**src/rtl/bpwm_pkg.sv**
```systemverilog
package bpwm_pkg;
  typedef enum logic [1:0] {
    SEL_SOURCE = 2'd0,
    SEL_DIV_HI = 2'd1,
    SEL_DIV_LO = 2'd2,
    SEL_DUTY   = 2'd3
  } bpwm_sel_e;

  localparam int unsigned BYTE_W = 8;
endpackage

```
**src/rtl/bpwm_regs.sv**
```systemverilog
module bpwm_regs
  import bpwm_pkg::*;
#(
  parameter int unsigned DIV_W     = 16,
  parameter int unsigned DIV_RESET = 1999
) (
  input  logic              clk,
  input  logic              rst_n,
  input  logic              wr_fire,
  input  logic [1:0]        wr_addr,
  input  logic [BYTE_W-1:0] wr_data,
  output logic [BYTE_W-1:0] source_q,
  output logic [DIV_W-1:0]  div_pend,
  output logic [BYTE_W-1:0] duty_pend
);
  localparam int unsigned HI_W = DIV_W - BYTE_W;
  localparam logic [DIV_W-1:0] DIV_INIT = DIV_W'(DIV_RESET);

  logic [HI_W-1:0] hi_stage;
  bpwm_sel_e       sel;

  assign sel = bpwm_sel_e'(wr_addr);

  always_ff @(posedge clk or negedge rst_n) begin
    if (!rst_n) begin
      source_q  <= '0;
      hi_stage  <= DIV_INIT[DIV_W-1:BYTE_W];
      div_pend  <= DIV_INIT;
      duty_pend <= '0;
    end else if (wr_fire) begin
      unique case (sel)
        SEL_SOURCE: source_q  <= wr_data;
        SEL_DIV_HI: hi_stage  <= wr_data[HI_W-1:0];
        SEL_DIV_LO: div_pend  <= {hi_stage, wr_data};
        SEL_DUTY:   duty_pend <= wr_data;
        default:    ;
      endcase
    end
  end
endmodule

```
**src/rtl/bpwm_prescale.sv**
```systemverilog
module bpwm_prescale #(
  parameter int unsigned DIV_W = 16
) (
  input  logic             clk,
  input  logic             rst_n,
  input  logic             run,
  input  logic [DIV_W-1:0] div_act,
  output logic [DIV_W-1:0] pre_cnt,
  output logic             tick
);
  logic at_limit;

  assign at_limit = (pre_cnt == div_act);
  assign tick     = run && at_limit;

  always_ff @(posedge clk or negedge rst_n) begin
    if (!rst_n) begin
      pre_cnt <= '0;
    end else if (!run || at_limit) begin
      pre_cnt <= '0;
    end else begin
      pre_cnt <= pre_cnt + 1'b1;
    end
  end
endmodule

```
**src/rtl/bpwm_phase.sv**
```systemverilog
module bpwm_phase
  import bpwm_pkg::*;
#(
  parameter int unsigned DIV_W     = 16,
  parameter int unsigned STEPS     = 100,
  parameter int unsigned DIV_RESET = 1999,
  parameter int unsigned PH_W      = $clog2(STEPS)
) (
  input  logic              clk,
  input  logic              rst_n,
  input  logic              run,
  input  logic              tick,
  input  logic [DIV_W-1:0]  div_pend,
  input  logic [BYTE_W-1:0] duty_pend,
  output logic [DIV_W-1:0]  div_act,
  output logic [PH_W-1:0]   phase,
  output logic [PH_W-1:0]   duty_act,
  output logic              period_end,
  output logic              pwm_out
);
  localparam logic [PH_W-1:0]   LAST_PH  = PH_W'(STEPS - 1);
  localparam logic [BYTE_W-1:0] TOP_CODE = BYTE_W'(STEPS - 1);

  logic [PH_W-1:0] duty_lim;

  assign duty_lim   = (duty_pend > TOP_CODE) ? LAST_PH : duty_pend[PH_W-1:0];
  assign period_end = tick && (phase == LAST_PH);
  assign pwm_out    = run && (phase < duty_act);

  always_ff @(posedge clk or negedge rst_n) begin
    if (!rst_n) begin
      phase    <= '0;
      div_act  <= DIV_W'(DIV_RESET);
      duty_act <= '0;
    end else if (!run) begin
      phase    <= '0;
      div_act  <= div_pend;
      duty_act <= duty_lim;
    end else if (period_end) begin
      phase    <= '0;
      div_act  <= div_pend;
      duty_act <= duty_lim;
    end else if (tick) begin
      phase <= phase + 1'b1;
    end
  end
endmodule

```
**src/rtl/bpwm_top.sv**
```systemverilog
module bpwm_top
  import bpwm_pkg::*;
#(
  parameter int unsigned DIV_W     = 16,
  parameter int unsigned STEPS     = 100,
  parameter int unsigned DIV_RESET = 1999,
  parameter int unsigned RUN_CODE  = 1
) (
  input  logic       clk,
  input  logic       rst_n,
  input  logic       wr_valid,
  output logic       wr_ready,
  input  logic [1:0] wr_addr,
  input  logic [7:0] wr_data,
  output logic       pwm_out
);
  localparam int unsigned PH_W = $clog2(STEPS);

  logic [BYTE_W-1:0] source_q;
  logic [DIV_W-1:0]  div_pend;
  logic [BYTE_W-1:0] duty_pend;
  logic [DIV_W-1:0]  div_act;
  logic [DIV_W-1:0]  pre_cnt;
  logic [PH_W-1:0]   phase;
  logic [PH_W-1:0]   duty_act;
  logic              run;
  logic              tick;
  logic              period_end;

  assign wr_ready = 1'b1;
  assign run      = (source_q == BYTE_W'(RUN_CODE));

  bpwm_regs #(.DIV_W(DIV_W), .DIV_RESET(DIV_RESET)) u_regs (
    .clk      (clk),
    .rst_n    (rst_n),
    .wr_fire  (wr_valid && wr_ready),
    .wr_addr  (wr_addr),
    .wr_data  (wr_data),
    .source_q (source_q),
    .div_pend (div_pend),
    .duty_pend(duty_pend)
  );

  bpwm_prescale #(.DIV_W(DIV_W)) u_pre (
    .clk    (clk),
    .rst_n  (rst_n),
    .run    (run),
    .div_act(div_act),
    .pre_cnt(pre_cnt),
    .tick   (tick)
  );

  bpwm_phase #(
    .DIV_W(DIV_W), .STEPS(STEPS), .DIV_RESET(DIV_RESET), .PH_W(PH_W)
  ) u_phase (
    .clk       (clk),
    .rst_n     (rst_n),
    .run       (run),
    .tick      (tick),
    .div_pend  (div_pend),
    .duty_pend (duty_pend),
    .div_act   (div_act),
    .phase     (phase),
    .duty_act  (duty_act),
    .period_end(period_end),
    .pwm_out   (pwm_out)
  );
endmodule

```
**config.mk**
```make
export PLATFORM = sky130hd
export DESIGN_NAME = bpwm_top
export DESIGN_NICKNAME = d
export VERILOG_FILES = /design/src/rtl/bpwm_pkg.sv /design/src/rtl/bpwm_regs.sv /design/src/rtl/bpwm_prescale.sv /design/src/rtl/bpwm_phase.sv /design/src/rtl/bpwm_top.sv
export SDC_FILE = /design/constraint.sdc
export NUM_CORES = 1
export LEC_CHECK = 0
export BUFFER_PORTS_ARGS = -buffer_cell sky130_fd_sc_hd__buf_4
export CAP_MARGIN = 20
export CORE_AREA = 2 2 89 83
export DETAILED_ROUTE_END_ITERATION = 12
export DIE_AREA = 0 0 91 85
export PLACE_DENSITY = 0.77
export SLEW_MARGIN = 40
export SYNTH_ARGS = -nofsm -noshare
export SYNTH_HDL_FRONTEND = slang
export SYNTH_HIERARCHICAL = 1
export SYNTH_SLANG_ARGS = --single-unit
export TNS_END_PERCENT = 1
```
**constraint.sdc**
```tcl
create_clock -name clk -period 2.4 [get_ports clk]
set_clock_uncertainty 0.2 [all_clocks]
set_input_delay 0.72 -clock clk [delete_from_list [all_inputs] [get_ports clk]]
set_output_delay 0.72 -clock clk [all_outputs]
set_load 0.05 [all_outputs]
```
Yosys cells after proc, flatten, opt, wreduce, memory -nomap -nowiden
Cells that the tools add are included.
{ "word_totals": {"regBits": 86, "input_bits": 13, "output_inout_bits": 2, "wordCells": 39} }
{ "classes": {"add_sub_neg": 2, "order_cmp": 2, "n_eq_ne": 8, "n_mux": 9, "n_reduce_logical": 10} }
{ "ops": {"columns": ["cell", "n"], "rows": [
  ["$mux W16", 3],
  ["$mux W7", 6],
  ["$add A16 B1 Y16 const B", 1],
  ["$eq A16 B16 Y1", 1],
  ["$eq A8 B1 Y1 const B", 1],
  ["$gt A8 B7 Y1 const B", 1],
  ["$reduce_and A2 Y1", 4],
  ["$add A7 B1 Y7 const B", 1],
  ["$eq A7 B7 Y1 const B", 1],
  ["$lt A7 B7 Y1", 1],
  ["$eq A2 B2 Y1 const B", 2],
  ["$logic_and A1 B1 Y1", 3],
  ["$ne A3 B3 Y1 const B", 1],
  ["$eq A2 B1 Y1 const B", 1],
  ["$logic_not A2 Y1", 1],
  ["$ne A2 B2 Y1 const B", 1],
  ["$logic_not A1 Y1", 1],
  ["$logic_or A1 B1 Y1", 1]
]} }

Logic depth before layout (Yosys ltp)
Gate-level depths: netlist (run 1).
{ "depth": {"depth_word": 5, "mapped_depth": 9, "mapped_depth_nobuf": 8} }

Cells and area by module
Netlist (run 1), hierarchy kept.
{ "modules_own_cells": {"columns": ["mod", "instances", "cells_each", "area_each_um2", "seq_area_each_um2"], "rows": [
  ["bpwm_regs", 1, 85, 1534.0, 1016.0],
  ["bpwm_phase", 1, 120, 1497.7, 762.0],
  ["bpwm_prescale", 1, 101, 994.7, 400.4],
  ["bpwm_top", 1, 5, 31.3, 0.0]
]} }

Worst setup path after synthesis (run 1)
OpenSTA, ideal clock, no wires.
{ "synth_timing": {"kind": "register to output", "start": "register u_regs.source_q[7]", "end": "output port pwm_out", "arrival_ns": 2.094, "required_ns": 1.480, "setup_slack_ns": -0.614, "stages_incl_launch_ff": 6, "n_path_buf": 0, "path_cell_list": "dfrtp_1 > nor4_1 > and4b_1 > inv_1 > a211o_1 > a31oi_1"} }
{ "synth_between": {"elab_chain_cells": 2} }
{ "synth_lines": {"columns": ["element", "line_no", "rtl"], "rows": [
  ["start, declared", "bpwm_regs.sv:12", "output logic [BYTE_W-1:0] source_q,"],
  ["start signal, assigned", "bpwm_regs.sv:32", "SEL_SOURCE: source_q <= wr_data;"],
  ["$eq A8 B1 Y1", "bpwm_top.sv:31", "assign run = (source_q == BYTE_W'(RUN_CODE));"],
  ["via run", "bpwm_top.sv:26", "logic run;"],
  ["$logic_and A1 B1 Y1", "bpwm_phase.sv:28", "assign pwm_out = run && (phase < duty_act);"],
  ["end, declared", "bpwm_top.sv:15", "output logic pwm_out"]
]} }
The timed path passes the listed nets, and every way through them passes these cells.

Worst setup path after layout (run 1)
Ends and elaborated chain as after synthesis.

==> results of run 1 <==
-- report_power, final --
part	internal [mW]	switching, mW
clock network	0.485	0.501
logic	0.325	0.210
registers	1.75	0.161
-- cell families (layout without fill, tap and decap cells) --
group,Yosys count,count (layout),synth area share (%)
compound gates,22,22,4.26
xor+xnor,33,33,7.12
fa+ha+maj,8,8,2.47
buf+inv,21,63,2.90
flops,86,86,53.7
mux,57,57,17.3
other cells,1,1,0.0924
simple gates,83,83,12.2
-- sequential cells by signal (all words and copies together) (netlist names) --
signal	count
u_phase/duty_act	7
u_pre/pre_cnt	16
u_regs/div_pend	16
u_regs/source_q	8
u_regs/duty_pend	8
u_phase/div_act	16
u_phase/phase	7
u_regs/hi_stage	8
-- timing repair --
action | in CTS | in global routing
endpoints found under the setup margin | 2 | 22
buffers inserted | 1 | 0
resized for setup | 3 | 3
pin swaps | 2 | 2
-- worst max-delay path, delay by kind of cell (launching register included) --
| kind | cells | cell delay [ns] |
|---|---|---|
| flip-flops | 1 | 0.39 |
| AO/OA/AOI/OAI | 2 | 0.40 |
| AND/OR/NAND/NOR | 2 | 0.58 |
| buffers and inverters | 2 | 0.22 |
-- placed cells by master, fill, tap and decap left out, drive strengths merged, types with 4 or more instances in the layout --
master | synthesis | routed
o21ai | 4 | 4
ha | 8 | 8
clkbuf | 3 | 11
inv | 12 | 13
xnor2 | 25 | 25
nor2 | 22 | 22
dfstp | 21 | 21
nor4 | 5 | 5
mux2 | 56 | 56
nor3 | 8 | 8
nand3 | 6 | 6
dfrtp | 65 | 65
buf | 6 | 35
a21oi | 7 | 7
nand4 | 11 | 11
xor2 | 8 | 8
nand2 | 12 | 12
-- metrics by stage --
stage               total power [mW]  utilization, %
floorplan                       2.28               -
global placement                2.43            64.7
detailed placement              2.48            64.7
CTS                             3.47            67.7
global route                    3.60            67.9
finish                          3.43            67.9
-- worst max path at each step --
stage               endpoint  slack, ns  depth (start not counted)
floorplan            pwm_out      -0.12                          5
global placement     pwm_out      -0.07                          6
detailed placement   pwm_out      -0.10                          6
CTS                  pwm_out      -0.48                          6
global route         pwm_out      -0.52                          6
finish               pwm_out      -0.46                          6
-- routing by layer --
metal | track usage [%] | part of all wire [%]
met5 | 0 | 0
met4 | 7.02 | 0.88
met3 | 4.53 | 3.4
met2 | 34.3 | 48
met1 | 30.1 | 48
-- area by class of cell --
type	instances	area [um2]
fillers	524	2190
flip-flops and latches	86	2180
multi-input cells	204	1800
repair buffers	35	295
clock buffers	11	131
well taps	93	116
clock inverters	5	61.3
inverters	12	47.5
==> results by group, run 1 <==
CTS
  – Worst skew pair latency: 0.36 ns
  – Reg clk slew, reported paths: approximately 0.090 ns
  – H-Tree Depth: 3
  – CTS Sinks: 86
  – Cts hold-fix bufs: 0
  – TritonCTS buffer count: 9
  – Root Driver: clkbuf_8
  – CTS tree: yes
  – Clock Path Buffers: 2

Logic synthesis
  – Syn Area/Cell: between 10 and 15 um2
  – Share of async-settable or async-resettable flops after synthesis: between 90% and 100%
  – EDFF count, synth: 0
  – Syn Std Cell Area: 4060 um2
  – Synth top area cells: dfrtp_1 (40%), dfstp_2 (14%), mux2_2 (11%)
  – Yosys reg bits: 86
  – Synth top cells by count: dfrtp_1 (65), mux2_2 (40), xnor2_1 (25)
  – Register area share after synthesis: 53.7%
  – Cell taking the most area after synthesis: dfrtp_1
  – Syn_nets: 332
  – Post-synth cell types: 49
  – Yosys top cell area share: 40.1%
  – Syn Inst Count: 311
  – YS warnings: 6
  – Count leader, synth: dfrtp_1
  – Main synth FF type: dfrtp_1

Status
  – Outcome: complete, but fails checks
  – Failing checks: negative setup slack

Drt
  – Routed Antenna Nets: 0
  – Vias: 2451
  – Routed WL: about 7500 um
  – Routed wire per std cell: 16.8 um
  – Vias per cell: 5.50
  – 1st-pass router iterations: 4
  – Iteration-0 DRC count of the detailed router: between 70 and 80
  – DRC viols: 0

Setup path
  – Setup CP Type: reg2out
  – Max incr delay on CP: ~0.4 ns
  – Worst Setup Start Kind: flip-flop
  – Crit. Startpoint: u_regs/source_q[7]
  – Worst Setup End Kind: primary output
  – Reg2reg start: u_regs/source_q[7]
  – Reg2reg path depth: 9
  – Worst EP required: around 1.5 ns
  – Crit path max-delay cell type: dfrtp_1
  – CP cell instances: nor4_1 > and4b_2 > inv_4 > a211o_1 > a31oi_4 > buf_6
  – Flop2flop setup slack: -0.01 ns
  – Critical R2R Capture: u_phase/phase[6]
  – Arr. time, crit path: a little under 2 ns
  – Largest fanout on the critical path: 2

Power
  – VDD IR max: 0.000515 V
  – Power Density: 741 nW/um2
  – Leakage power: between 1.5 and 2 nW

Cells and area
  – Fin cells: 446
  – Nets@finish: 369
  – Diode count: 0
  – Fraction of layout cells with a size suffix above 1: 40.2%
  – Design Area, Final: 4630 um2
  – Area grow syn2layout: 14.2%

Timing
  – Achievable Freq: 0.350 GHz
  – Fin worst setup slack: -0.455 ns
  – Setup TNS: -0.468 ns
  – Final setup viols: 2
  – Fin crit share: 119%
  – Max-slew violation count: 0
  – Final hold violation count: 0
  – Fin Hold WS: around 0.12 ns
  – RSZ-0062 raised after global routing: yes
  – Final min period: 2.86 ns

Global routing
  – Global-route wire length before repair: ~13000 um
  – Pin count of the biggest net entering global routing: 36
  – Initial antenna violation count: 0
  – Vias in the first global route: 2576
  – Gr usage total: 21.6%
  – Total grt overflow: 0

Die
  – IO Pins: 15
  – Full die area: 7740 um2
  – Die Ht: about 85 um
  – Initial core utilization: 59.5%
  – Chip Width: 91 um
  – Core area: 6820 um2
  – Num rows: 29

Placement
  – RePlAce Congestion: 0.775
  – HPWL after DPL: 5470 um
  – Post-Place Worst Slack: -0.104 ns
  – Area of placed instances: 4410 um2
  – Port buffer count: 13
  – Placed cells: between 400 and 500

Hold path
  – Min-delay worst type: in2async

Run
  – Max-cap violations: 0
Power figures use the tool's default switching activity.
==> run 2, diff against run 1 <==
- REMOVE_ABC_BUFFERS: default -> 1
==> run 2 against run 1 <==
  * Fmax up 0.94%
  * Core utilization up 0.40 points
  * Combinational power down 2%
  * Register-to-register slack better by 0.04 ns
  * Highest routed layer unchanged
  * Worst hold slack worse by 0.068 ns
  * The run still ends with negative setup slack left
  * Critical path depth unchanged
  * Routed wire length down 2.5%
  * Final cell count up 0.90%
  * Sequential power about the same
  * Die area unchanged
  * Non-clock buffer count up 4
==> results by group, run 2 (synthesis results as in run 1) <==
Timing
  – Final hold violation count: 0 (unchanged)
  – Max-slew violation count: 0 (unchanged)
  – Fin Hold WS: 0.0511 ns (-0.0680 ns)
  – Setup TNS: -0.429 ns (+0.0395 ns)
  – Achievable Freq: 0.353 GHz (+0.94%)
  – Fin worst setup slack: -0.429 ns (+0.0265 ns)
  – RSZ-0062 raised after global routing: yes
  – Final setup viols: 1 (-1)
  – Final min period: 2.83 ns (-0.0265 ns)
  – Fin crit share: 118% (-1.1 points)

Drt
  – Vias per cell: 5.50 (about the same)
  – Routed wire per std cell: 16.2 um (-3.4%)
  – Routed WL: 7300 um (-2.5%)
  – 1st-pass router iterations: 4 (unchanged)
  – DRC viols: 0 (unchanged)
  – Vias: 2474 (+0.94%)
  – Routed Antenna Nets: 0 (unchanged)
  – Iteration-0 DRC count of the detailed router: 77 (+1.3%)

CTS
  – CTS tree: yes
  – H-Tree Depth: 3 (unchanged)
  – Reg clk slew, reported paths: 0.10 ns (about the same)
  – Worst skew pair latency: 0.36 ns (about the same)
  – CTS Sinks: 86 (unchanged)
  – TritonCTS buffer count: 9 (unchanged)
  – Cts hold-fix bufs: 0 (unchanged)
  – Clock Path Buffers: 2 (unchanged)
  – Root Driver: clkbuf_8

Die
  – Chip Width: 91 um (unchanged)
  – Full die area: 7740 um2 (unchanged)
  – Num rows: 29 (unchanged)
  – Initial core utilization: 59.5% (unchanged)
  – IO Pins: 15 (unchanged)
  – Die Ht: 85 um (unchanged)
  – Core area: 6820 um2 (unchanged)

Setup path
  – Worst EP required: 1.48 ns (about the same)
  – Worst Setup Start Kind: flip-flop
  – Reg2reg start: u_regs/source_q[7]
  – Arr. time, crit path: 1.91 ns (-0.03 ns)
  – Reg2reg path depth: 8 (-1)
  – Setup CP Type: reg2out
  – Flop2flop setup slack: 0.03 ns (+0.04 ns)
  – Largest fanout on the critical path: 2 (unchanged)
  – Critical R2R Capture: u_phase/phase[6]
  – Worst Setup End Kind: primary output

Cells and area
  – Diode count: 0 (unchanged)
  – Area grow syn2layout: 14.8%
  – Most frequent cells in the layout: dfrtp_1 (65), mux2_2 (40), buf_4 (37)
  – Fin cells: 450 (+0.90%)
  – Design Area, Final: 4660 um2 (+0.59%)
  – Biggest regs: u_phase/div_act (16), u_pre/pre_cnt (16), u_regs/div_pend (16)
  – Fin util: 68.3% (+0.40 points)
  – Nets@finish: 373 (+1.1%)
  – Fraction of layout cells with a size suffix above 1: 40.9% (+0.67 points)
  – Multi-input gate area: 1790 um2 (-0.56%)
  – Reg area: 2180 um2 (unchanged)
  – Number of fill cells: 521 (-0.57%)
  – Commonest non-fill, non-tap cell in the layout: dfrtp_1

Global routing
  – Pin count of the biggest net entering global routing: 41 (+14%)
  – Gr usage total: 21.4% (-0.19 points)
  – Initial antenna violation count: 0 (unchanged)
  – Vias in the first global route: 2584 (+0.31%)
  – Total grt overflow: 0 (unchanged)
  – Global-route wire length before repair: 12800 um (-1.8%)

Power
  – VDD IR max: 0.000563 V (+9.3%)
  – Leakage power: 1.97 nW (+2.0%)
  – Power Density: 751 nW/um2 (+1.4%)

Placement
  – Port buffer count: 13 (unchanged)
  – Placed cells: 434 (+1.2%)
  – Area of placed instances: 4430 um2 (+0.43%)
  – RePlAce Congestion: 0.936 (+21%)
  – HPWL after DPL: 5270 um (-3.8%)

Run
  – Max-cap violations: 0 (unchanged)

Status
  – Failing checks: negative setup slack
  – Outcome: complete, but fails checks

Hold path
  – Min-delay worst type: in2async
## run 2: cell types whose count changed in the layout (fill, tap and decap cells not counted), moves of 2 or more
cell        before  now
buf_4           31   37
buf_6            2    0
clkbuf_1         2    0
clkinvlp_4       3    1
inv_6            1    4
## run 2: what timing repair did
| action | CTS | global route |
|---|---|---|
| buffers inserted | 0 | 0 |
| cloned | 0 | 0 |
| gates resized for setup | 1 | 3 |
| setup endpoints to repair | 2 | 23 |
## run 2: final cells by class
cell class	count	share of cell area [%]
tap	93	2.50
timing repair buffer	39	6.82
clock buffer	10	2.95
sequential	86	46.8
clock inverter	6	1.56
multi-input combinational	204	38.5
inverter	12	0.967
## run 2: worst max-delay path by stage
| stage | from | end | slack [ns] | cells after the start |
|---|---|---|---|---|
| finish | u_regs/source_q[7] | pwm_out | -0.43 | 6 |
| global route | u_regs/source_q[7] | pwm_out | -0.58 | 6 |
| CTS | u_regs/source_q[7] | pwm_out | -0.48 | 6 |
| detailed placement | u_regs/source_q[7] | pwm_out | -0.08 | 6 |
| global placement | u_regs/source_q[7] | pwm_out | -0.02 | 6 |
| floorplan | u_regs/source_q[7] | pwm_out | -0.61 | 5 |
## run 2: report_power, final
part           switching, mW  leakage, nW  internal, mW  total (mW)
sequential             0.161         1.04          1.75        1.91
combinational          0.198        0.822         0.328       0.526
clock                  0.539        0.104         0.524        1.06
total                  0.898         1.97          2.60        3.50
## run 2: worst max-delay path, stage by stage, from the launching register on
cell and delay [ns]:
dfrtp_1 0.40, nor4_2 0.24, and4b_1 0.24, inv_1 0.06
a211o_1 0.22, a31oi_1 0.16, buf_4 0.22
## run 2: routing by layer
layer | track usage [%] | up-vias | wire (um)
li1 | - | 1180 | -
met1 | 29.5 | 1243 | 3560
met2 | 33.1 | 42 | 3400
met3 | 5.77 | 9 | 231
met4 | 7.58 | 0 | 110
met5 | 0 | - | 0
## run 2: metrics by stage
| step | power, mW | worst slack (ns) |
|---|---|---|
| 2_1_floorplan | 2.27 | -0.614 |
| 3_3_place_gp | 2.43 | -0.0219 |
| 3_5_place_dp | 2.47 | -0.0779 |
| 4_1_cts | 3.53 | -0.484 |
| 5_1_grt | 3.67 | -0.584 |
| 6_report | 3.50 | -0.429 |
